[config.mk]
export PLATFORM = sky130hd
export DESIGN_NAME = prescaled_down_timer
export DESIGN_NICKNAME = d
export VERILOG_FILES = /design/src/rtl/pdt_pkg.sv /design/src/rtl/pdt_prescaler.sv /design/src/rtl/pdt_counter.sv /design/src/rtl/pdt_regs.sv /design/src/rtl/prescaled_down_timer.sv
export SDC_FILE = /design/constraint.sdc
export NUM_CORES = 1
export LEC_CHECK = 0
export BUFFER_PORTS_ARGS = -buffer_cell sky130_fd_sc_hd__clkbuf_2
export CAP_MARGIN = 20
export CORE_UTILIZATION = 35
export DETAILED_ROUTE_END_ITERATION = 10
export GPL_ROUTABILITY_DRIVEN = 0
export PLACE_DENSITY = 0.56
export SLEW_MARGIN = 0
export SYNTH_ARGS = -nofsm -noshare
export SYNTH_HDL_FRONTEND = slang
export SYNTH_SLANG_ARGS = --single-unit
[constraint.sdc]
create_clock -name clk -period 3.65 [get_ports clk]
set_input_delay 0.1825 -clock clk [delete_from_list [all_inputs] [get_ports clk]]
set_output_delay 0.1825 -clock clk [all_outputs]
set_load 0.005 [all_outputs]
[src/rtl/pdt_pkg.sv]
package pdt_pkg;
   localparam int unsigned ADDR_W = 3;
   localparam logic [ADDR_W-1:0] A_CNT_LO = 3'd0;
   localparam logic [ADDR_W-1:0] A_CNT_HI = 3'd1;
   localparam logic [ADDR_W-1:0] A_PRD_LO = 3'd2;
   localparam logic [ADDR_W-1:0] A_PRD_HI = 3'd3;
   localparam logic [ADDR_W-1:0] A_CTRL   = 3'd4;
   localparam logic [ADDR_W-1:0] A_DIV_LO = 3'd6;
   localparam logic [ADDR_W-1:0] A_DIV_HI = 3'd7;
   localparam int unsigned HOLD_BIT   = 4;
   localparam int unsigned RELOAD_BIT = 5;
endpackage

[src/rtl/pdt_prescaler.sv]
module pdt_prescaler #(
   parameter int unsigned CNT_W  = 32,
   parameter bit          USE_DIV = 1'b1
) (
   input  logic             clk,
   input  logic             rst_n,
   input  logic             run,
   input  logic             load,
   input  logic [CNT_W-1:0] div,
   output logic             tick
);
   generate
      if (USE_DIV) begin : g_div
         logic [CNT_W-1:0] psc_q;
         always_ff @(posedge clk or negedge rst_n) begin
            if (!rst_n) begin
               psc_q <= '0;
            end else if (load) begin
               psc_q <= div;
            end else if (run) begin
               if (psc_q == '0) psc_q <= div;
               else             psc_q <= psc_q - 1'b1;
            end
         end
         assign tick = run && !load && (psc_q == '0);
      end else begin : g_nodiv
         logic unused_div;
         assign unused_div = ^div;
         assign tick = run && !load;
      end
   endgenerate
endmodule

[src/rtl/pdt_counter.sv]
module pdt_counter #(
   parameter int unsigned CNT_W  = 32,
   parameter int unsigned DATA_W = 16,
   localparam int unsigned HALVES = CNT_W / DATA_W
) (
   input  logic              clk,
   input  logic              rst_n,
   input  logic [HALVES-1:0] wr_half,
   input  logic [DATA_W-1:0] wr_data,
   input  logic              load,
   input  logic              tick,
   input  logic [CNT_W-1:0]  prd,
   output logic [CNT_W-1:0]  cnt,
   output logic              irq
);
   always_ff @(posedge clk or negedge rst_n) begin
      if (!rst_n) begin
         cnt <= '0;
         irq <= 1'b0;
      end else begin
         irq <= 1'b0;
         if (|wr_half) begin
            for (int h = 0; h < HALVES; h++) begin
               if (wr_half[h]) cnt[h*DATA_W +: DATA_W] <= wr_data;
            end
         end else if (load) begin
            cnt <= prd;
         end else if (tick) begin
            if (cnt == '0) begin
               cnt <= prd;
               irq <= 1'b1;
            end else begin
               cnt <= cnt - 1'b1;
            end
         end
      end
   end
endmodule

[src/rtl/pdt_regs.sv]
module pdt_regs #(
   parameter int unsigned CNT_W  = 32,
   parameter int unsigned DATA_W = 16,
   localparam int unsigned HALVES = CNT_W / DATA_W
) (
   input  logic                      clk,
   input  logic                      rst_n,
   input  logic                      wr_en,
   input  logic [pdt_pkg::ADDR_W-1:0] addr,
   input  logic [DATA_W-1:0]         wr_data,
   input  logic [CNT_W-1:0]          cnt,
   output logic [HALVES-1:0]         wr_cnt,
   output logic                      load,
   output logic                      hold,
   output logic [CNT_W-1:0]          prd,
   output logic [CNT_W-1:0]          div,
   output logic [DATA_W-1:0]         rd_data
);
   import pdt_pkg::*;

   logic wr_ctrl;
   assign wr_ctrl = wr_en && (addr == A_CTRL);
   assign load    = wr_ctrl && wr_data[RELOAD_BIT];
   assign wr_cnt  = {wr_en && (addr == A_CNT_HI), wr_en && (addr == A_CNT_LO)};

   always_ff @(posedge clk or negedge rst_n) begin
      if (!rst_n) begin
         prd  <= '0;
         div  <= '0;
         hold <= 1'b1;
      end else begin
         if (wr_en && addr == A_PRD_LO) prd[DATA_W-1:0]      <= wr_data;
         if (wr_en && addr == A_PRD_HI) prd[CNT_W-1:DATA_W]  <= wr_data;
         if (wr_en && addr == A_DIV_LO) div[DATA_W-1:0]      <= wr_data;
         if (wr_en && addr == A_DIV_HI) div[CNT_W-1:DATA_W]  <= wr_data;
         if (wr_ctrl)                   hold                 <= wr_data[HOLD_BIT];
      end
   end

   logic [DATA_W-1:0] rd_mux;
   always_comb begin
      rd_mux = '0;
      unique case (addr)
         A_CNT_LO: rd_mux = cnt[DATA_W-1:0];
         A_CNT_HI: rd_mux = cnt[CNT_W-1:DATA_W];
         A_PRD_LO: rd_mux = prd[DATA_W-1:0];
         A_PRD_HI: rd_mux = prd[CNT_W-1:DATA_W];
         A_CTRL:   rd_mux[HOLD_BIT] = hold;
         A_DIV_LO: rd_mux = div[DATA_W-1:0];
         A_DIV_HI: rd_mux = div[CNT_W-1:DATA_W];
         default:  rd_mux = '0;
      endcase
   end

   always_ff @(posedge clk or negedge rst_n) begin
      if (!rst_n) rd_data <= '0;
      else        rd_data <= rd_mux;
   end
endmodule

[src/rtl/prescaled_down_timer.sv]
module prescaled_down_timer #(
   parameter int unsigned CNT_W   = 32,
   parameter int unsigned DATA_W  = 16,
   parameter bit          USE_DIV = 1'b1,
   localparam int unsigned HALVES = CNT_W / DATA_W
) (
   input  logic                       clk,
   input  logic                       rst_n,
   input  logic                       wr_en,
   input  logic [pdt_pkg::ADDR_W-1:0] addr,
   input  logic [DATA_W-1:0]          wr_data,
   output logic [DATA_W-1:0]          rd_data,
   output logic                       irq
);
   generate
      if (HALVES != 2 || CNT_W != HALVES * DATA_W) begin : g_bad_width
         $error("prescaled_down_timer: CNT_W must be exactly twice DATA_W");
      end
      if (DATA_W <= pdt_pkg::RELOAD_BIT) begin : g_bad_data
         $error("prescaled_down_timer: DATA_W too narrow for control bits");
      end
   endgenerate

   logic [HALVES-1:0] wr_cnt;
   logic              load;
   logic              stop_q;
   logic              tick;
   logic [CNT_W-1:0]  prd_q;
   logic [CNT_W-1:0]  div_q;
   logic [CNT_W-1:0]  cnt_q;

   pdt_regs #(.CNT_W(CNT_W), .DATA_W(DATA_W)) u_regs (
      .clk(clk), .rst_n(rst_n), .wr_en(wr_en), .addr(addr), .wr_data(wr_data),
      .cnt(cnt_q), .wr_cnt(wr_cnt), .load(load), .hold(stop_q),
      .prd(prd_q), .div(div_q), .rd_data(rd_data)
   );

   pdt_prescaler #(.CNT_W(CNT_W), .USE_DIV(USE_DIV)) u_psc (
      .clk(clk), .rst_n(rst_n), .run(!stop_q), .load(load),
      .div(div_q), .tick(tick)
   );

   pdt_counter #(.CNT_W(CNT_W), .DATA_W(DATA_W)) u_cnt (
      .clk(clk), .rst_n(rst_n), .wr_half(wr_cnt), .wr_data(wr_data),
      .load(load), .tick(tick), .prd(prd_q), .cnt(cnt_q), .irq(irq)
   );
endmodule

==> results.ini, run 1 <==
[yosys]
synth_top_area_share_pct = 44.14
synthFlopType = dfrtp_1
synth_largest_area_cell = dfrtp_1
yosysWarnings = 0
avgSynthCellArea_um2 = 9.798
synth_seq_area_share_pct = 44.46
synth-edff-count = 0
syn_area_um2 = 8220
synthCells = 839
ys_async_sr_fraction_pct = 100.0
synth_area_leaders = dfrtp_1 (44%), mux2_2 (9.9%), nor2_1 (3.2%)
ys_ff_latch = 146
synth_cell_type_count = 67
synth_fp_nets = 865

[die]
ioPinCount = 39
start_util_pct = 35.98
design.core.area_um2 = 22850
die_w_um = 155.3
die_area_um2 = 24100
fp-row-count = 55
die_h_um = 155.3

[hold_path]
min_path_type = in -> reg
min_to = u_regs.div[10]$_DFFE_PN0P_
whs_path_depth = 2
worstHoldStart = wr_data[10]

[pwr]
p_leak_nw = 3.809
p_total_mw = 5.892
ir_worst_vdd_mv = 0.2929
powerDensity_nw_per_um2 = 623.0

[clock_network]
cts_tree = done
clk_latency_ps = 430
clock_sink_count = 146
cts_resized = 0
root_buffer = clkbuf_16
cts_buffers = 17
clockBufferDepth = 2
htree_levels = 4
clk_pin_slew_ps = 60

[layout]
nNetsFinal = 889
layout.cells.non_filler = 1189
final_core_util_pct = 41.39
syn2layout_area_growth_pct = 15.04
drive_above_1_share_pct = 22.26
fillCellCount = 2276
antenna_cells = 0

[setup_path]
startpoint_type = flop
r2r-end = u_psc.g_div.psc_q[23]$_DFFE_PN0P_
endpoint_kind = flop
reg2reg_slack_ps = 590
crit_chain = or4_1 -> or2_1 -> or4_1 -> or4_1 -> o311ai_0 -> o311ai_0
cpMostUsedCell = or4_1
cp.arrival_ps = 3340
crit_family = simple AND/OR/NAND/NOR gates
cpPeakStageDelay_ps = 640
ff2ff_path_depth = 6
timing.rr.start = u_psc.g_div.psc_q[2]$_DFFE_PN0P_
critPathBufInv = 0
crit_type = reg -> reg
cp_max_fo = 7
cp.required_ps = 3930
cpMaxStageDelayCell = or4_1

[routing]
met3_wirelength_um = 1282
via_count = 7087
dr_wl_met2_um = 11460
first_pass_iters = 5
wl_um = 25380
wl_per_cell_um = 21.34
initialDrtViolationCount = 700
routed_via_density = 5.960
highest_layer = met4
drt-met1-wl_um = 12150
drc_errors = 0
ant_nets = 0

[timing]
timing.final.crit_period_ps = 3064
period_share_pct = 83.95
finalSetupViolations = 0
maxSlewViolCount = 0
tightest_slew_ps = 1012
rsz0062_at_grt = no
fin_skew_ps = 9.085
fmax_mhz = 326.4
holdWs_ps = 65.37
setup_tns_ps = 0
slew_headroom_pct = 32.54
finalHoldViolCount = 0

[global_routing]
grt.total_usage_pct = 22.04
grt_max_degree = 91
antenna_found_initial = 0
grt_pass1_vias = 6770
grt_pass1_wl_um = 40410
grt-ovfl-total = 0

[placed_design]
numPortBuffers = 38
hpwl_um = 17530
place_inst = 1156

[status]
outcome = complete, no violations

[flow_run]
maxCapViolations = 0

==> cells in the mapped netlist (all sizes together), types with 7 or more instances <==
library cell / instances
dfrtp: 145
mux2: 72
nor2: 69
clkbuf: 52
nand2: 52
a21oi: 47
o21ai: 45
a31oi: 33
nand3: 26
nor3: 24
nor4: 24
mux2i: 22
inv: 16
o211ai: 15
nand4: 14
or3: 14
o22ai: 13
or4: 13
buf: 12
xnor2: 12
a211o: 7
a22oi: 7
mux4: 7
or2: 7
xor2: 7
==> what timing repair did <==
item | CTS | global route
hold endpoints to repair | 88 | 0
setup endpoints to repair | 0 | 0
hold buffers | 1 | 0
buffers inserted | 0 | 0
==> report_power, final <==
group          switching, mW  total (mW)  internal (mW)
logic                  0.672        1.33          0.658
clock network          0.723        1.96           1.24
registers              0.543        2.60           2.06
==> through the flow <==
| stage | setup slack (ps) | area, µm² |
|---|---|---|
| finish | 585.9 | 9457 |
| global route | 414.3 | 9457 |
| CTS | 580.6 | 9457 |
| detailed placement | 641.8 | 8796 |
| global placement | 582.3 | 8796 |
| floorplan | 902.3 | 8220 |
==> cells in the final DEF, fill, tap and decap left out, types with 4 or more instances in the layout <==
master,netlist,layout
a211o_1,7,7
a21oi_1,47,47
a221o_1,6,6
a22o_1,5,5
a22oi_1,7,7
a31oi_1,31,31
and3_1,5,5
buf_4,0,29
bufinv_16,0,5
clkbuf_16,0,17
clkbuf_2,0,37
dfrtp_1,145,145
ha_1,4,4
inv_1,16,16
mux2_2,72,72
mux2i_1,22,22
mux4_2,7,7
nand2_1,52,52
nand2b_1,4,4
nand3_1,25,25
nand4_1,14,14
nor2_1,69,69
nor3_1,24,24
nor4_1,24,23
o211ai_1,15,15
o21a_1,4,4
o21ai_0,45,45
o221ai_1,5,5
o22ai_1,13,13
o2bb2ai_1,4,4
o311ai_0,5,5
or2_2,6,6
or3_1,13,13
or4_1,12,12
xnor2_1,12,12
xor2_1,7,7
==> sequential cells by signal (all words and copies together) (netlist names) <==
signal,count
u_cnt.cnt,32
u_cnt.irq,1
u_psc.g_div.psc_q,32
u_regs.div,32
u_regs.hold,1
u_regs.prd,32
u_regs.rd_data,16
==> cell type report <==
cell class                      count  area, µm²  area share [%]
Sequential cell                   146       3655           38.65
Timing Repair Buffer               69      444.2           4.697
Multi-Input combinational cell    613       4255           45.00
Clock inverter                     12      203.9           2.157
Clock buffer                       20      446.7           4.723
Tap cell                          313      391.6           4.141
Inverter                           16      60.06          0.6351
==> per-layer routing <==
metal / vias to the layer above / track usage [%]
li1: 3215 / -
met1: 3588 / 32.41
met2: 255 / 32.75
met3: 29 / 3.733
met4: 0 / 7.190
met5: - / 0
==> worst max path at each step <==
stage	slack (ps)	to	start	depth (start not counted)
5_1_grt	410	u_psc.g_div.psc_q[23]$_DFFE_PN0P_	u_psc.g_div.psc_q[0]$_DFFE_PN0P_	6
4_1_cts	580	u_psc.g_div.psc_q[23]$_DFFE_PN0P_	u_psc.g_div.psc_q[0]$_DFFE_PN0P_	6
2_1_floorplan	900	u_cnt.cnt[29]$_DFFE_PN0P_	u_psc.g_div.psc_q[26]$_DFFE_PN0P_	9
3_5_place_dp	640	u_psc.g_div.psc_q[23]$_DFFE_PN0P_	u_psc.g_div.psc_q[0]$_DFFE_PN0P_	6
6_report	590	u_psc.g_div.psc_q[23]$_DFFE_PN0P_	u_psc.g_div.psc_q[2]$_DFFE_PN0P_	6
3_3_place_gp	580	u_psc.g_div.psc_q[23]$_DFFE_PN0P_	u_psc.g_div.psc_q[0]$_DFFE_PN0P_	6
==> kinds of logic after synthesis <==
| family | synth area share, % |
|---|---|
| AND/OR/NAND/NOR | 16.32 |
| flip-flops | 44.46 |
| AO/OA/AOI/OAI | 18.22 |
| XOR/XNOR | 2.024 |
| adder cells (fa/ha/maj) | 0.6089 |
| multiplexers | 14.46 |
| buffers and inverters | 3.912 |
Power figures use the tool's default switching activity.
==> inputs of run 2 (changes only) <==
--- a/config.mk
+++ b/config.mk
@@ -5,12 +5,13 @@
 export SDC_FILE = /design/constraint.sdc
 export NUM_CORES = 1
 export LEC_CHECK = 0
+export ABC_AREA = 1
 export BUFFER_PORTS_ARGS = -buffer_cell sky130_fd_sc_hd__clkbuf_2
 export CAP_MARGIN = 20
 export CORE_UTILIZATION = 35
 export DETAILED_ROUTE_END_ITERATION = 10
 export GPL_ROUTABILITY_DRIVEN = 0
-export PLACE_DENSITY = 0.56
+export PLACE_DENSITY = 0.58
 export SLEW_MARGIN = 0
 export SYNTH_ARGS = -nofsm -noshare
 export SYNTH_HDL_FRONTEND = slang
==> constraint.sdc (replaced) <==
create_clock -name clk -period 2.6 [get_ports clk]
set_input_delay 0.13 -clock clk [delete_from_list [all_inputs] [get_ports clk]]
set_output_delay 0.13 -clock clk [all_outputs]
set_load 0.005 [all_outputs]
==> results.ini, run 2 <==
[layout]
final_cell_area_um2 = 10040
layout_commonest_cell = nand2_1
fillCellCount = 2635
antenna_cells = 0
syn2layout_area_growth_pct = 13.60
multi_input_area_um2 = 4359
final_cell_mix = nand2_1 (422), nor2_1 (191), inv_1 (154)
nNetsFinal = 1373
drive_above_1_share_pct = 8.824
seqCellArea_um2 = 3655

[timing]
setup_tns_ps = 0
fin_ws_ps = 318.7
fmax_mhz = 438.3
finalSetupViolations = 0
maxSlewViolCount = 0
period_share_pct = 87.74
tightest_slew_ps = 1001
finalHoldViolCount = 0
timing.final.crit_period_ps = 2281
slew_headroom_pct = 33.18
rsz0062_at_grt = no
fin_skew_ps = 12.03

[yosys]
ys_ff_latch = 146
yosysWarnings = 0
synth_area_leaders = dfrtp_1 (41%), nand2_1 (18%), nor2_1 (8.1%)
synthFlopType = dfrtp_1
ys_async_sr_fraction_pct = 100.0
synth_seq_area_share_pct = 41.34
synth-edff-count = 0
avgSynthCellArea_um2 = 6.758
synthCells = 1308
synth_cell_type_count = 40
synth_fp_nets = 1334
syn_area_um2 = 8840
synth_commonest_cells = nand2_1 (422), nor2_1 (191), inv_1 (154), dfrtp_1 (145), nand3_1 (101)
synth_top_area_share_pct = 41.05
synth_largest_area_cell = dfrtp_1
yosysMostFrequentCell = nand2_1

[routing]
routed_via_density = 5.176
wl_um = 28780
via_count = 8717
ant_nets = 0
first_pass_iters = 5
initialDrtViolationCount = 932
wl_per_cell_um = 17.09
drc_errors = 0

[placed_design]
hpwl_um = 21660
pre_cts_ws_ps = 355.4
placedInstanceArea_um2 = 9449
numPortBuffers = 38

[setup_path]
crit_type = reg -> reg
cpMostUsedCell = nor2_1
cp.arrival_ps = 2610
endpoint_kind = flop
startpoint_type = flop
cpMaxStageDelayCell = dfrtp_1
cp.required_ps = 2930
crit_chain = nor2_1 -> nand2_1 -> inv_1 -> nand2_1 -> nor2_1 -> nand2_4 -> nand2_4 -> buf_4 -> nand2_1 -> nand2_1 -> nor2_1 -> nor2_1 -> nor2_1
cpPeakStageDelay_ps = 470
ff2ff_path_depth = 13
cp_max_fo = 38

[die]
die_w_um = 160.9
fp-row-count = 57
die_area_um2 = 25900
design.core.area_um2 = 24530
start_util_pct = 36.03
ioPinCount = 39
die_h_um = 160.9

[global_routing]
grt_max_degree = 67
grt_pass1_vias = 8087
grt.total_usage_pct = 22.73
antenna_found_initial = 0
grt_pass1_wl_um = 45130
grt-ovfl-total = 0

[pwr]
powerDensity_nw_per_um2 = 946.4
p_leak_nw = 5.093
ir_worst_vdd_mv = 0.3883
p_total_mw = 9.504

[hold_path]
whs_path_depth = 3
min_path_type = in -> reg

[clock_network]
cts_tree = done
clock_sink_count = 146
root_buffer = clkbuf_16
clk_latency_ps = 450
cts_buffers = 17
htree_levels = 4
clockBufferDepth = 2
clk_pin_slew_ps = 70

[flow_run]
maxCapViolations = 0

[status]
outcome = complete, no violations

-- run 2: logic make-up after synthesis --
kind of cell / synth area share, %
and+or+nand+nor: 35.87
buffers and inverters: 9.342
AOI/OAI and AO/OA: 10.80
DFF: 41.34
xor gates and xnor gates: 2.081
adders and majority gates: 0.5662
-- run 2: report_power, final --
part | internal [mW] | total [mW] | leakage (nW) | switching, mW
Sequential | 2.92 | 3.65 | 1.83 | 0.734
Clock | 1.29 | 2.49 | 0.285 | 1.20
Combinational | 1.17 | 3.37 | 2.98 | 2.20
Total | 5.37 | 9.50 | 5.09 | 4.13
-- run 2: routing by layer --
layer	track usage, %	part of all wire (%)
met1	33.04	48
met2	33.64	43
met3	3.667	6.0
met4	8.705	3.0
met5	0	0
-- run 2: area by class of cell --
type / count / share of cell area [%]
inverters: 160 / 5.981
clock buffers: 17 / 4.236
multi-input cells: 957 / 43.41
clock inverters: 15 / 1.570
well taps: 324 / 4.037
flip-flops and latches: 146 / 36.39
repair buffers: 65 / 4.373
-- run 2: per-stage QoR --
stage	instances	utilization, %	hold slack, ps
5_1_grt	1684	40.93	25.63
3_5_place_dp	1651	38.51	201.9
2_1_floorplan	1308	-	-165.6
4_1_cts	1684	40.93	9.454
6_report	1684	40.93	13.34
3_3_place_gp	1651	38.51	206.4
-- run 2: critical path: cells and delay by family (launching register included) --
family | cells | cell delay [ps]
flops | 1 | 470
buf+inv | 2 | 320
simple gates | 11 | 1380
-- run 2: path summary, 6_finish.rpt --
| check | start | to | slack (ps) |
|---|---|---|---|
| max in group asynchronous | rst_n | u_regs.hold$_DFFE_PN1N_ | 1570 |
| min reg2reg | u_regs.div[17]$_DFFE_PN0P_ | u_regs.div[17]$_DFFE_PN0P_ | 490 |
| min in group asynchronous | rst_n | u_psc.g_div.psc_q[24]$_DFFE_PN0P_ | 280 |
| max reg2reg | u_cnt.cnt[24]$_DFFE_PN0P_ | u_cnt.cnt[30]$_DFFE_PN0P_ | 320 |
| min | wr_data[7] | u_regs.prd[23]$_DFFE_PN0P_ | 10 |
| max | u_cnt.cnt[24]$_DFFE_PN0P_ | u_cnt.cnt[30]$_DFFE_PN0P_ | 320 |
-- run 2: repair_timing --
action	in CTS	in global routing
buffers inserted	0	0
gates resized for setup	0	0
hold buffers	1	0
endpoints found under the hold margin	64	0
setup endpoints to repair	0	0
